--- src/rtl/lcd_drv_pkg.sv ---
package lcd_drv_pkg;

    localparam int NCOM_MAX   = 4;
    localparam int LVL_W      = 2;
    localparam int MODE_W     = 3;
    localparam int CONTRAST_W = 3;

    localparam logic [MODE_W-1:0] MODE_4C_THIRD  = 3'b000;
    localparam logic [MODE_W-1:0] MODE_3C_THIRD  = 3'b001;
    localparam logic [MODE_W-1:0] MODE_2C_HALF   = 3'b010;
    localparam logic [MODE_W-1:0] MODE_3C_HALF   = 3'b011;

    typedef logic [LVL_W-1:0] lvl_t;

    typedef enum logic [1:0] {
        BIAS_THIRD  = 2'd0,
        BIAS_HALF   = 2'd1,
        BIAS_STATIC = 2'd2
    } bias_e;

    typedef struct packed {
        logic [2:0] ncom;
        bias_e      bias;
    } mode_cfg_t;

    typedef struct packed {
        logic [MODE_W-1:0]     mode;
        logic                  enable;
        logic [CONTRAST_W-1:0] contrast;
    } cfg_word_t;

    localparam lvl_t LVL_GND = 2'd0;
    localparam lvl_t LVL_LOW = 2'd1;
    localparam lvl_t LVL_MID = 2'd2;
    localparam lvl_t LVL_TOP = 2'd3;

    function automatic mode_cfg_t decode_mode(input logic [MODE_W-1:0] m);
        mode_cfg_t r;
        case (m)
            MODE_4C_THIRD: begin r.ncom = 3'd4; r.bias = BIAS_THIRD; end
            MODE_3C_THIRD: begin r.ncom = 3'd3; r.bias = BIAS_THIRD; end
            MODE_2C_HALF:  begin r.ncom = 3'd2; r.bias = BIAS_HALF;  end
            MODE_3C_HALF:  begin r.ncom = 3'd3; r.bias = BIAS_HALF;  end
            default:       begin r.ncom = 3'd1; r.bias = BIAS_STATIC; end
        endcase
        return r;
    endfunction

    function automatic lvl_t com_code(input bias_e b, input logic sel, input logic pol);
        lvl_t v;
        if (sel) begin
            v = pol ? LVL_GND : LVL_TOP;
        end else if (b == BIAS_THIRD) begin
            v = pol ? LVL_MID : LVL_LOW;
        end else begin
            v = LVL_MID;
        end
        return v;
    endfunction

    function automatic lvl_t seg_code(input bias_e b, input logic on, input logic pol);
        lvl_t v;
        if (on) begin
            v = pol ? LVL_TOP : LVL_GND;
        end else if (b == BIAS_THIRD) begin
            v = pol ? LVL_LOW : LVL_MID;
        end else begin
            v = pol ? LVL_GND : LVL_TOP;
        end
        return v;
    endfunction

    function automatic logic [2:0] rails_mask(input bias_e b);
        logic [2:0] r;
        case (b)
            BIAS_THIRD: r = 3'b111;
            BIAS_HALF:  r = 3'b110;
            default:    r = 3'b100;
        endcase
        return r;
    endfunction

endpackage

--- src/rtl/lcd_cfg_regs.sv ---
module lcd_cfg_regs
    import lcd_drv_pkg::*;
(
    input  logic                  clk,
    input  logic                  rst,
    input  logic                  cfg_we,
    input  logic [MODE_W-1:0]     cfg_mode,
    input  logic                  cfg_enable,
    input  logic [CONTRAST_W-1:0] cfg_contrast,
    output cfg_word_t             pend
);

    always_ff @(posedge clk) begin
        if (rst) begin
            pend <= '0;
        end else if (cfg_we) begin
            pend.mode     <= cfg_mode;
            pend.enable   <= cfg_enable;
            pend.contrast <= cfg_contrast;
        end
    end

endmodule

--- src/rtl/lcd_seg_store.sv ---
module lcd_seg_store #(
    parameter int NUM_BYTES = 8,
    localparam int AW       = (NUM_BYTES > 1) ? $clog2(NUM_BYTES) : 1,
    localparam int NUM_SEG  = 2 * NUM_BYTES,
    localparam int BITS_W   = NUM_SEG * 4
) (
    input  logic              clk,
    input  logic              rst,
    input  logic              we,
    input  logic [AW-1:0]     addr,
    input  logic [7:0]        wdata,
    output logic [7:0]        rdata,
    output logic [BITS_W-1:0] seg_bits
);

    logic [7:0] mem [NUM_BYTES];

    always_ff @(posedge clk) begin
        if (rst) begin
            for (int i = 0; i < NUM_BYTES; i++) begin
                mem[i] <= 8'h00;
            end
        end else if (we && (int'(addr) < NUM_BYTES)) begin
            mem[addr] <= wdata;
        end
    end

    always_comb begin
        rdata = 8'h00;
        for (int i = 0; i < NUM_BYTES; i++) begin
            if (int'(addr) == i) begin
                rdata = mem[i];
            end
        end
    end

    for (genvar b = 0; b < NUM_BYTES; b++) begin : g_flat
        assign seg_bits[b*8 +: 8] = mem[b];
    end

endmodule

--- src/rtl/lcd_frame_seq.sv ---
module lcd_frame_seq
    import lcd_drv_pkg::*;
(
    input  logic              clk,
    input  logic              rst,
    input  logic              tick,
    input  logic [MODE_W-1:0] mode_pend,
    input  logic              en_pend,
    output logic [1:0]        slot,
    output logic              pol,
    output logic [MODE_W-1:0] mode_act,
    output logic              en_act,
    output logic              frame_end
);

    mode_cfg_t  cur;
    logic [2:0] last_slot;
    logic       slot_end;

    always_comb begin
        cur       = decode_mode(mode_act);
        last_slot = cur.ncom - 3'd1;
        slot_end  = tick && pol;
        frame_end = slot_end && (slot == last_slot[1:0]);
    end

    always_ff @(posedge clk) begin
        if (rst) begin
            slot     <= 2'd0;
            pol      <= 1'b0;
            mode_act <= '0;
            en_act   <= 1'b0;
        end else if (tick) begin
            pol <= ~pol;
            if (frame_end) begin
                slot     <= 2'd0;
                mode_act <= mode_pend;
                en_act   <= en_pend;
            end else if (slot_end) begin
                slot <= slot + 2'd1;
            end
        end
    end

endmodule

--- src/rtl/lcd_pin_map.sv ---
module lcd_pin_map
    import lcd_drv_pkg::*;
#(
    parameter int NUM_SEG = 16
) (
    input  logic [NUM_SEG*4-1:0]     seg_bits,
    input  logic [1:0]               slot,
    input  logic                     pol,
    input  logic [MODE_W-1:0]        mode_act,
    input  logic                     en_act,
    output logic [NCOM_MAX*LVL_W-1:0] com_lvl,
    output logic [NUM_SEG*LVL_W-1:0]  seg_lvl,
    output logic [2:0]               rails
);

    mode_cfg_t cur;
    assign cur   = decode_mode(mode_act);
    assign rails = en_act ? rails_mask(cur.bias) : 3'b000;

    for (genvar c = 0; c < NCOM_MAX; c++) begin : g_com
        logic in_use;
        logic sel;
        assign in_use = (c < int'(cur.ncom));
        assign sel    = (slot == 2'(c));
        assign com_lvl[c*LVL_W +: LVL_W] =
            (en_act && in_use) ? com_code(cur.bias, sel, pol) : LVL_GND;
    end

    for (genvar j = 0; j < NUM_SEG; j++) begin : g_seg
        logic [3:0] nib;
        logic       on;
        assign nib = seg_bits[j*4 +: 4];
        assign on  = nib[slot];
        assign seg_lvl[j*LVL_W +: LVL_W] =
            en_act ? seg_code(cur.bias, on, pol) : LVL_GND;
    end

endmodule

--- src/rtl/lcd_mux_drv.sv ---
module lcd_mux_drv
    import lcd_drv_pkg::*;
#(
    parameter int NUM_BYTES = 8,
    localparam int AW       = (NUM_BYTES > 1) ? $clog2(NUM_BYTES) : 1,
    localparam int NUM_SEG  = 2 * NUM_BYTES
) (
    input  logic                          clk,
    input  logic                          rst,
    input  logic                          frame_tick,
    input  logic                          host_we,
    input  logic [AW-1:0]                 host_addr,
    input  logic [7:0]                    host_wdata,
    output logic [7:0]                    host_rdata,
    input  logic                          cfg_we,
    input  logic [MODE_W-1:0]             cfg_mode,
    input  logic                          cfg_enable,
    input  logic [CONTRAST_W-1:0]         cfg_contrast,
    output logic [NCOM_MAX*LVL_W-1:0]     com_lvl,
    output logic [NUM_SEG*LVL_W-1:0]      seg_lvl,
    output logic [2:0]                    rail_on,
    output logic [CONTRAST_W-1:0]         contrast_code
);

    cfg_word_t                  pend;
    logic [NUM_SEG*4-1:0]       seg_bits;
    logic [1:0]                 slot_q;
    logic                       pol_q;
    logic [MODE_W-1:0]          mode_act;
    logic                       en_act;
    logic                       frame_end;
    logic [NCOM_MAX*LVL_W-1:0]  com_nxt;
    logic [NUM_SEG*LVL_W-1:0]   seg_nxt;
    logic [2:0]                 rails_nxt;

    lcd_cfg_regs u_cfg (
        .clk          (clk),
        .rst          (rst),
        .cfg_we       (cfg_we),
        .cfg_mode     (cfg_mode),
        .cfg_enable   (cfg_enable),
        .cfg_contrast (cfg_contrast),
        .pend         (pend)
    );

    lcd_seg_store #(.NUM_BYTES(NUM_BYTES)) u_store (
        .clk      (clk),
        .rst      (rst),
        .we       (host_we),
        .addr     (host_addr),
        .wdata    (host_wdata),
        .rdata    (host_rdata),
        .seg_bits (seg_bits)
    );

    lcd_frame_seq u_seq (
        .clk       (clk),
        .rst       (rst),
        .tick      (frame_tick),
        .mode_pend (pend.mode),
        .en_pend   (pend.enable),
        .slot      (slot_q),
        .pol       (pol_q),
        .mode_act  (mode_act),
        .en_act    (en_act),
        .frame_end (frame_end)
    );

    lcd_pin_map #(.NUM_SEG(NUM_SEG)) u_map (
        .seg_bits (seg_bits),
        .slot     (slot_q),
        .pol      (pol_q),
        .mode_act (mode_act),
        .en_act   (en_act),
        .com_lvl  (com_nxt),
        .seg_lvl  (seg_nxt),
        .rails    (rails_nxt)
    );

    assign contrast_code = pend.contrast;

    always_ff @(posedge clk) begin
        if (rst) begin
            com_lvl <= '0;
            seg_lvl <= '0;
            rail_on <= 3'b000;
        end else begin
            com_lvl <= com_nxt;
            seg_lvl <= seg_nxt;
            rail_on <= rails_nxt;
        end
    end

endmodule

--- config.mk ---
export PLATFORM = sky130hd
export DESIGN_NAME = lcd_mux_drv
export DESIGN_NICKNAME = d
export VERILOG_FILES = /design/src/rtl/lcd_drv_pkg.sv /design/src/rtl/lcd_cfg_regs.sv /design/src/rtl/lcd_seg_store.sv /design/src/rtl/lcd_frame_seq.sv /design/src/rtl/lcd_pin_map.sv /design/src/rtl/lcd_mux_drv.sv
export SDC_FILE = /design/constraint.sdc
export NUM_CORES = 1
export LEC_CHECK = 0
export BUFFER_PORTS_ARGS = -buffer_cell sky130_fd_sc_hd__buf_4
export CAP_MARGIN = 20
export CELL_PAD_IN_SITES_DETAIL_PLACEMENT = 1
export CELL_PAD_IN_SITES_GLOBAL_PLACEMENT = 1
export CORE_ASPECT_RATIO = 1.75
export CORE_UTILIZATION = 44
export CTS_BUF_LIST = sky130_fd_sc_hd__clkbuf_2 sky130_fd_sc_hd__clkbuf_4 sky130_fd_sc_hd__clkbuf_8
export DETAILED_ROUTE_END_ITERATION = 12
export GPL_TIMING_DRIVEN = 0
export PLACE_DENSITY = 0.83
export REMOVE_ABC_BUFFERS = 1
export SYNTH_ARGS = -nofsm -noshare
export SYNTH_HDL_FRONTEND = slang
export SYNTH_SLANG_ARGS = --single-unit
--- constraint.sdc ---
create_clock -name clk -period 2.2 [get_ports clk]
set_input_delay 0.11 -clock clk [delete_from_list [all_inputs] [get_ports clk]]
set_output_delay 0.11 -clock clk [all_outputs]
set_load 0.03 [all_outputs]
==> Word level (Yosys, flattened, before mapping) <==
Memory sizes are Yosys's and may differ from the RTL's.
Cells that the tools add are included.
{ "word_totals": {"register_bits": 57, "in_bits": 23, "out_inout_bits": 54, "n_memories": 1, "elab_cells": 139, "ramBits": 64} }
{ "op_classes": {"n_reduce_logical": 19, "mux": 78, "bitwise": 6, "magnitude_cmp": 5, "add_sub_neg": 2, "eq_ne": 15} }
{ "memory_table": {"columns": ["name", "words", "width", "read_ports", "rd_ports_with_merged_regs", "wr", "line", "rtl"], "rows": [
  ["u_store.mem", 8, 8, 8, 0, 8, "lcd_seg_store.sv:16", "logic [7:0] mem [NUM_BYTES];"]
]} }
{ "op_table": {"columns": ["op", "n"], "rows": [
  ["two-way mux 8 bit", 9],
  ["two-way mux 2 bit", 28],
  ["binary-select mux 1 bit (select 2 bit)", 16],
  ["two-way mux 1 bit", 22],
  ["one-hot mux 5 bit (4 select lines)", 1],
  ["== test 3 x 2 -> 1 bit (second input constant)", 4],
  ["== test 3 bit (second input constant)", 4],
  ["OR reduction 2 bit", 5],
  ["OR reduction 8 bit", 1],
  ["== test 3 x 1 -> 1 bit (second input constant)", 2],
  ["logical AND 1 bit", 6],
  ["logical NOT 3 bit", 2],
  ["less-than comparator 1 x 3 -> 1 bit (first input constant)", 2],
  ["less-than comparator 2 x 3 -> 1 bit (first input constant)", 2],
  ["NOT 1 bit", 6],
  ["== test 2 x 1 -> 1 bit (second input constant)", 2],
  ["== test 2 bit (second input constant)", 2],
  ["logical NOT 2 bit", 2],
  ["one-hot mux 2 bit (2 select lines)", 1],
  ["AND reduction 2 bit", 2],
  ["less-than comparator 2 x 3 -> 1 bit (second input constant)", 1],
  ["two-way mux 3 bit", 1],
  ["adder 2 x 1 -> 2 bit (second input constant)", 1],
  ["== test 2 bit", 1],
  ["2 further kinds", 2]
]} }

==> Depth between registers and ports, before layout <==
Gate-level depths: netlist of run 1.
{ "depth": {"ltp_word": 9, "mapped_depth": 9, "depth_no_buf": 6} }

==> Cells and area by module <==
From an unflattened synthesis of run 1, not the netlist that was laid out.
{ "unflattened": {"cells_unflattened": 485, "hier_area_um2": 5860.6} }
{ "modules_own_cells": {"columns": ["module", "area_per_inst_um2", "cells_per_inst", "seq_area_each_um2", "n_inst"], "rows": [
  ["lcd_seg_store", 3072.9, 211, 1921.8, 1],
  ["lcd_mux_drv", 1149.9, 90, 860.8, 1],
  ["lcd_pin_map", 1053.5, 128, 0.0, 1],
  ["lcd_frame_seq", 336.6, 34, 140.1, 1],
  ["lcd_cfg_regs", 247.7, 22, 140.1, 1]
]} }

==> Worst setup path before layout of run 1 <==
Ideal clock, no wire load.
{ "synth_path": {"path_kind": "register to register", "from": "register u_seq.pol", "to": "register seg_lvl[19]", "path_stages_with_launch": 10, "slack_ns": 0.127, "n_path_buf": 4, "required_ns": 2.114, "arrival_ns": 1.987, "cell_sequence": "dfxtp_1 -> buf_2 -> inv_2 -> clkbuf_1 -> ha_1 -> or2_2 -> clkbuf_1 -> clkbuf_1 -> nor2_1 -> a211oi_1"} }
{ "synth_via": {"elab_chain_cells": 3} }
{ "synth_rtl": {"columns": ["element", "line", "rtl"], "rows": [
  ["start, declared", "lcd_frame_seq.sv:10", "output logic pol,"],
  ["start signal, assigned", "lcd_frame_seq.sv:34", "pol <= ~pol;"],
  ["two-way mux 2 bit, on equally long branches", "lcd_drv_pkg.sv:68, lcd_drv_pkg.sv:66", null],
  ["two-way mux 2 bit", "lcd_drv_pkg.sv:65", "end else if (b == BIAS_THIRD) begin"],
  ["two-way mux 2 bit *", "lcd_drv_pkg.sv:63", "if (on) begin"],
  ["end signal, assigned", "lcd_mux_drv.sv:89", "seg_lvl <= seg_nxt;"],
  ["end, declared", "lcd_mux_drv.sv:20", "output logic [NUM_SEG*LVL_W-1:0] seg_lvl,"]
]} }
Mark *: on every way between the ends. The rest lies on a longest branch, timed or not.
A chain may end at the register's enable or synchronous reset.

==> Worst setup path in the final report of run 1 <==
{ "layout_path": {"from": "register u_seq.slot[0]", "to": "register seg_lvl[18]"} }
{ "layout_via": {"elab_chain_cells": 3} }
{ "layout_rtl": {"columns": ["element", "line", "rtl"], "rows": [
  ["start, declared", "lcd_frame_seq.sv:9", "output logic [1:0] slot,"],
  ["start signal, assigned", "lcd_frame_seq.sv:40", "slot <= slot + 2'd1;"],
  ["binary-select mux 1 bit (select 2 bit)", "lcd_pin_map.sv:33", "assign on = nib[slot];"],
  ["two-way mux 1 bit (not written as such)", "lcd_pin_map.sv:33", null],
  ["two-way mux 2 bit", "lcd_drv_pkg.sv:63", null]
]} }
No other way between the ends. The select of a mux whose other input is x is not followed.

==> results.json, run 1 <==
{
  "seq_area_frac_synth": 0.558,
  "cts_tree": "yes",
  "drive_above_1_share": 0.317,
  "path_clk_slew_ps": 70,
  "p_per_area_mw_per_mm2": 781,
  "clock_sinks": 121,
  "start_kind": "flip-flop",
  "max-vdd-ir-drop_mv": 0.460,
  "drt_iter0_drc": 156,
  "leakagePower_nw": 2.55,
  "finalSetupViolations": 0,
  "crit_path_end_kind": "flip-flop",
  "r2r_slack_ps": 100,
  "hold_class": "in2reg",
  "worstMarginPinSlew_ps": 856,
  "synthArstFlopShare": 0,
  "synthCells": 414,
  "crit_arrival_ps": 2440,
  "final_cells": 669,
  "drv_cap": 0,
  "rr_endpoint": "seg_lvl[18]",
  "ff2ff_path_depth": 3,
  "fin_worst_skew_ps": 8.83,
  "placed_area_mm2": 0.00615,
  "wirelength_um": 13500,
  "maxSlewViolCount": 0,
  "io_buffers": 76,
  "crit_path_top_delay_cell": "dfxtp_1",
  "yosysWarnings": 0,
  "via_per_inst": 5.45,
  "ys_ff_latch": 121,
  "intPower_mw": 3.93,
  "syn_to_final_growth_pct": 21.3,
  "maxSlewHeadroom": 0.425,
  "synth.cell_area_mm2": 0.00549,
  "dp_cells": 629,
  "core_area_mm2": 0.0121,
  "r2r-start": "u_seq.slot[0]",
  "drc": 0,
  "cp_data_required_time_ps": 2540,
  "path_buf_inv": 1,
  "final_util": 0.552,
  "design.die.area_mm2": 0.0129,
  "synth_area_leaders": "edfxtp_1, dfxtp_1, mux4_2, and2_1, a211oi_1",
  "p_comb_frac": 0.109,
  "synth.distinct_cells": 34,
  "fmax_ghz": 0.476,
  "root_buffer": "clkbuf_8",
  "synthFlopType": "edfxtp_1",
  "synth_top_area_cell": "edfxtp_1",
  "seqPwrFrac": 0.487,
  "overflow": 0,
  "clock_path_buffers": 2,
  "crit_family": "flip-flops",
  "worstSetupPathType": "reg2reg",
  "p_sw_frac": 0.244,
  "final_nets": 521,
  "worst-path-max-fanout": 12,
  "rsz0062_at_grt": "false",
  "wl_per_cell_um": 20.1,
  "die_h_um": 150,
  "hold_path_depth": 2,
  "power.switching_mw": 1.27,
  "grt_max_degree": 40,
  "dr.pass1.iters": 4,
  "ios": 77,
  "cts_setup_buffers": 0,
  "place_hpwl_um": 9830,
  "antenna_found_initial": 0,
  "first_global_vias": 3884,
  "min-delay-start": "host_wdata[1]",
  "synth_top_area_frac": 0.350,
  "track_usage": 0.225,
  "slowest_delay_ps": 760,
  "vias": 3649,
  "finalWorstPathRequiredPeriod_ps": 2100,
  "syn-mean-instance-area_um2": 13.3,
  "holdPathEnd": "u_store.mem[6][1]",
  "grt_pass1_wl_um": 21100,
  "die_w_um": 86.4,
  "ant_nets": 0,
  "place_congestion": 0.793,
  "fin_area_mm2": 0.00666,
  "cts-htree-levels": 4,
  "initial_core_util": 0.455,
  "clk_latency_ps": 440,
  "p_clk_frac": 0.404,
  "numCtsBuffers": 17,
  "placementRows": 53,
  "worstPathCellList": "buf_8 > mux4_1 > a211oi_1",
  "synth-edff-count": 64,
  "diodes": 0,
  "fin_crit_sh": 0.955,
  "run_status": "complete, no violations",
  "hold_viol_final": 0
}
==> Yosys cell counts (2+ instances only) <==
library cell  instances
or2_2                10
dfxtp_1              57
mux2_2                8
mux4_1                8
a211oi_1             35
nor2_1               50
o21ai_0               2
mux4_2               24
buf_2                 6
buf_1                 2
clkbuf_1             14
xnor2_1               2
nor2b_1               5
inv_1                 6
mux2i_1              15
ha_1                  7
nor3_1                4
nand2_1               2
and2_1               64
edfxtp_1             64
nand3b_1              3
buf_4                 4
nand2b_1             11
==> layer usage <==
layer / global-route usage / share of wire / vias to the layer above
met4: 0.134 / 0.042 / 0
met2: 0.419 / 0.57 / 112
li1: - / - / 1672
met5: 0 / 0 / -
met1: 0.223 / 0.35 / 1827
met3: 0.0474 / 0.037 / 38
==> power groups by stage <==
stage	registers [mW]	clock network (mW)	logic, mW
2_1_floorplan	2.55	0	0.339
3_3_place_gp	2.58	0	0.513
3_5_place_dp	2.58	0	0.550
4_1_cts	2.53	2.13	0.566
5_1_grt	2.54	2.22	0.604
6_report	2.53	2.10	0.566
==> final cells by class <==
| class | count | area [um2] |
|---|---|---|
| Clock buffer | 21 | 283 |
| Fill cell | 1262 | 5410 |
| Tap cell | 165 | 206 |
| Sequential cell | 121 | 3060 |
| Inverter | 7 | 32.5 |
| Timing Repair Buffer | 86 | 681 |
| Clock inverter | 11 | 141 |
| Multi-Input combinational cell | 258 | 2250 |
==> layout by cell type (no fill, tap or decap), drive strengths merged, types with 3 or more instances in the layout <==
cell         instances
buf                 78
and2                64
edfxtp              64
dfxtp               57
nor2                51
a211oi              35
mux4                32
clkbuf              21
mux2i               15
nand2b              11
or2                 10
inv                  9
mux2                 8
dlygate4sd3          8
ha                   7
nor2b                5
nor3                 5
clkinv               5
nand3b               3
bufinv               3
==> logic make-up after synthesis <==
logic type                 count (synthesis)  synth area share
and+or+nand+nor                          155             0.157
DFF                                      121             0.558
muxes                                     55             0.180
AOI/OAI and AO/OA                         39            0.0529
buffers and inverters                     35            0.0324
adders and majority gates                  7            0.0160
xor gates and xnor gates                   2           0.00319
==> metrics by stage <==
stage,power [mW],hold slack (ps),setup WS (ps),setup TNS [ps]
final,5.20,15.8,100,0
after global routing,5.36,24.8,9.60,0
after CTS,5.23,10.6,96.5,0
after detailed placement,3.13,360,26.9,0
after global placement,3.09,345,-335,-3410
after floorplan,2.89,182,207,0
==> state kept, by name (all words and copies together), names as in the netlist <==
signal          cells
com_lvl             8
rail_on             3
seg_lvl            32
u_cfg.pend          7
u_seq.en_act        1
u_seq.mode_act      3
u_seq.pol           1
u_seq.slot          2
u_store.mem        64
==> worst max-delay path by stage <==
stage                  startpoint      endpoint  cells after the start
floorplan           u_seq.slot[0]  u_seq.en_act                      4
global placement    u_seq.slot[0]  u_seq.en_act                      4
detailed placement      u_seq.pol   seg_lvl[16]                      5
CTS                 u_seq.slot[0]   seg_lvl[18]                      3
global route        u_seq.slot[0]   seg_lvl[18]                      3
finish              u_seq.slot[0]   seg_lvl[18]                      3
==> timing repair <==
action / 4_1_cts / 5_1_grt
endpoints found under the hold margin: 8 / 0
gates resized for setup: 1 / 2
hold buffers: 8 / 0
gates cloned: 0 / 0
endpoints found under the setup margin: 1 / 2
(Power assumes the default switching activity.)
==> run 2, diff against run 1 <==
- BUFFER_PORTS_ARGS: -buffer_cell sky130_fd_sc_hd__buf_4 -> -buffer_cell sky130_fd_sc_hd__buf_2
==> run 2 against run 1 <==
  * Cell count did not move
  * Clock-buffer cell count did not move
  * Sequential power barely moved
  * Via count fell by 1.2%
  * Total power fell by 0.45%
  * Die area did not move
  * Worst setup slack improved by 120 ps
  * Sequential cell count did not move
  * Clock skew rose by 3.6 ps
  * Critical endpoint is now seg_lvl[17]
  * Highest routed layer unchanged
==> results.json, run 2 (synthesized netlist as in run 1, its figures left out) <==
{
  "run_status": "complete, no violations",
  "grt_pass1_wl_um": 20900,
  "die_w_um": 86.4,
  "syn_to_final_growth_pct": 17.9,
  "drc": 0,
  "diodes": 0,
  "fin_crit_sh": 0.899,
  "clock_path_buffers": 2,
  "first_global_vias": 3831,
  "start_kind": "flip-flop",
  "ant_nets": 0,
  "clk_latency_ps": 440,
  "cp_data_required_time_ps": 2520,
  "place_congestion": 0.767,
  "io_buffers": 76,
  "design.die.area_mm2": 0.0129,
  "drt_iter0_drc": 152,
  "top_register": "u_store.mem",
  "crit_arrival_ps": 2300,
  "p_total_mw": 5.18,
  "leakagePower_nw": 2.53,
  "dr.pass1.iters": 4,
  "worstSetupPathType": "reg2reg",
  "cts_tree": "yes",
  "grt_max_degree": 40,
  "max-vdd-ir-drop_mv": 0.507,
  "drive_above_1_share": 0.310,
  "r2r-start": "u_seq.mode_act[2]",
  "via_per_inst": 5.39,
  "drv_cap": 0,
  "final_cells": 669,
  "wirelength_um": 13300,
  "r2r_slack_ps": 220,
  "p_per_area_mw_per_mm2": 800,
  "layout_commonest_cell": "buf_2",
  "rr_endpoint": "seg_lvl[17]",
  "overflow": 0,
  "cts_setup_buffers": 0,
  "antenna_found_initial": 0,
  "finalSetupViolations": 0,
  "maxSlewHeadroom": 0.432,
  "rsz0062_at_grt": "false",
  "vias": 3607,
  "worst-path-max-fanout": 16,
  "path_clk_slew_ps": 70,
  "min-delay-start": "host_wdata[0]",
  "fmax_ghz": 0.505,
  "placementRows": 53,
  "final_cell_mix": "buf_2, and2_1, edfxtp_1, dfxtp_1, nor2_1",
  "maxSlewViolCount": 0,
  "hold_viol_final": 0,
  "ios": 77,
  "initial_core_util": 0.455,
  "clock_sinks": 121,
  "fill_cells": 1293,
  "cts-htree-levels": 4,
  "root_buffer": "clkbuf_8",
  "fin_tns_setup_ps": 0,
  "core_area_mm2": 0.0121,
  "top_regs": "u_store.mem (64), seg_lvl (32), com_lvl (8)",
  "place_hpwl_um": 9450,
  "crit_path_end_kind": "flip-flop",
  "track_usage": 0.225,
  "finalWorstPathRequiredPeriod_ps": 1980,
  "die_h_um": 150,
  "holdPathEnd": "u_store.mem[4][0]",
  "hold_path_depth": 2,
  "largest_reg_flops": 64,
  "final_util": 0.536,
  "hold_class": "in2reg",
  "numCtsBuffers": 17,
  "hold_ws_ps": 75.8,
  "worstMarginPinSlew_ps": 845,
  "final_nets": 521,
  "fin_worst_skew_ps": 12.4,
  "dp_cells": 629,
  "wl_per_cell_um": 19.9,
  "ff2ff_path_depth": 6
}
run 2: cell types whose count changed in the layout (fill, tap and decap cells not counted), sizes merged:
cell	previous run	this run
bufinv	3	4
clkinv	5	6
clkinvlp	1	2
inv	9	6
run 2: where the power goes:
part	internal, mW	switching (mW)
registers	2.46	0.0656
logic	0.226	0.320
clock network	1.26	0.839
total	3.95	1.22
run 2: cell type report:
class	instances	area, um2	share of cell area
clock buffer	21	264	0.0408
clock inverter	11	153	0.0236
inverter	7	32.5	0.00503
multi-input combinational	258	2250	0.348
sequential	121	3060	0.473
tap	165	206	0.0319
timing repair buffer	86	503	0.0777
run 2: repair_timing:
item                                    in CTS  in global routing
endpoints found under the hold margin        8                  0
endpoints found under the setup margin       0                 18
hold buffers                                 8                  0
resized for setup                            0                  4
run 2: metal layers:
layer | share of wire | track usage | vias up
li1 | - | - | 1671
met1 | 0.35 | 0.230 | 1782
met2 | 0.57 | 0.419 | 120
met3 | 0.045 | 0.0524 | 34
met4 | 0.037 | 0.112 | 0
met5 | 0 | 0 | -
run 2: worst max-delay path, stage by stage, from the launching register on:
cell	delay [ps]
dfxtp_1	410
or2_2	350
inv_1	80
ha_1	230
or2_2	350
nor2_1	90
a211oi_1	340
run 2: how the worst max path moves through the flow:
stage              endpoint         startpoint  slack (ps)  cells past startpoint
6_report        seg_lvl[17]  u_seq.mode_act[2]         220                      6
5_1_grt         seg_lvl[17]  u_seq.mode_act[2]         130                      6
4_1_cts         seg_lvl[16]          u_seq.pol          10                      5
3_5_place_dp    seg_lvl[16]          u_seq.pol         -10                      5
3_3_place_gp   u_seq.en_act      u_seq.slot[0]        -330                      4
2_1_floorplan  u_seq.en_act      u_seq.slot[0]         210                      4
run 2: per-stage QoR:
stage                     instance area [um2]  setup WS, ps
after floorplan                          5340           207
after global placement                   5930          -328
after detailed placement                 5970         -14.2
after CTS                                6460          10.9
after global routing                     6470           129
final                                    6470           222
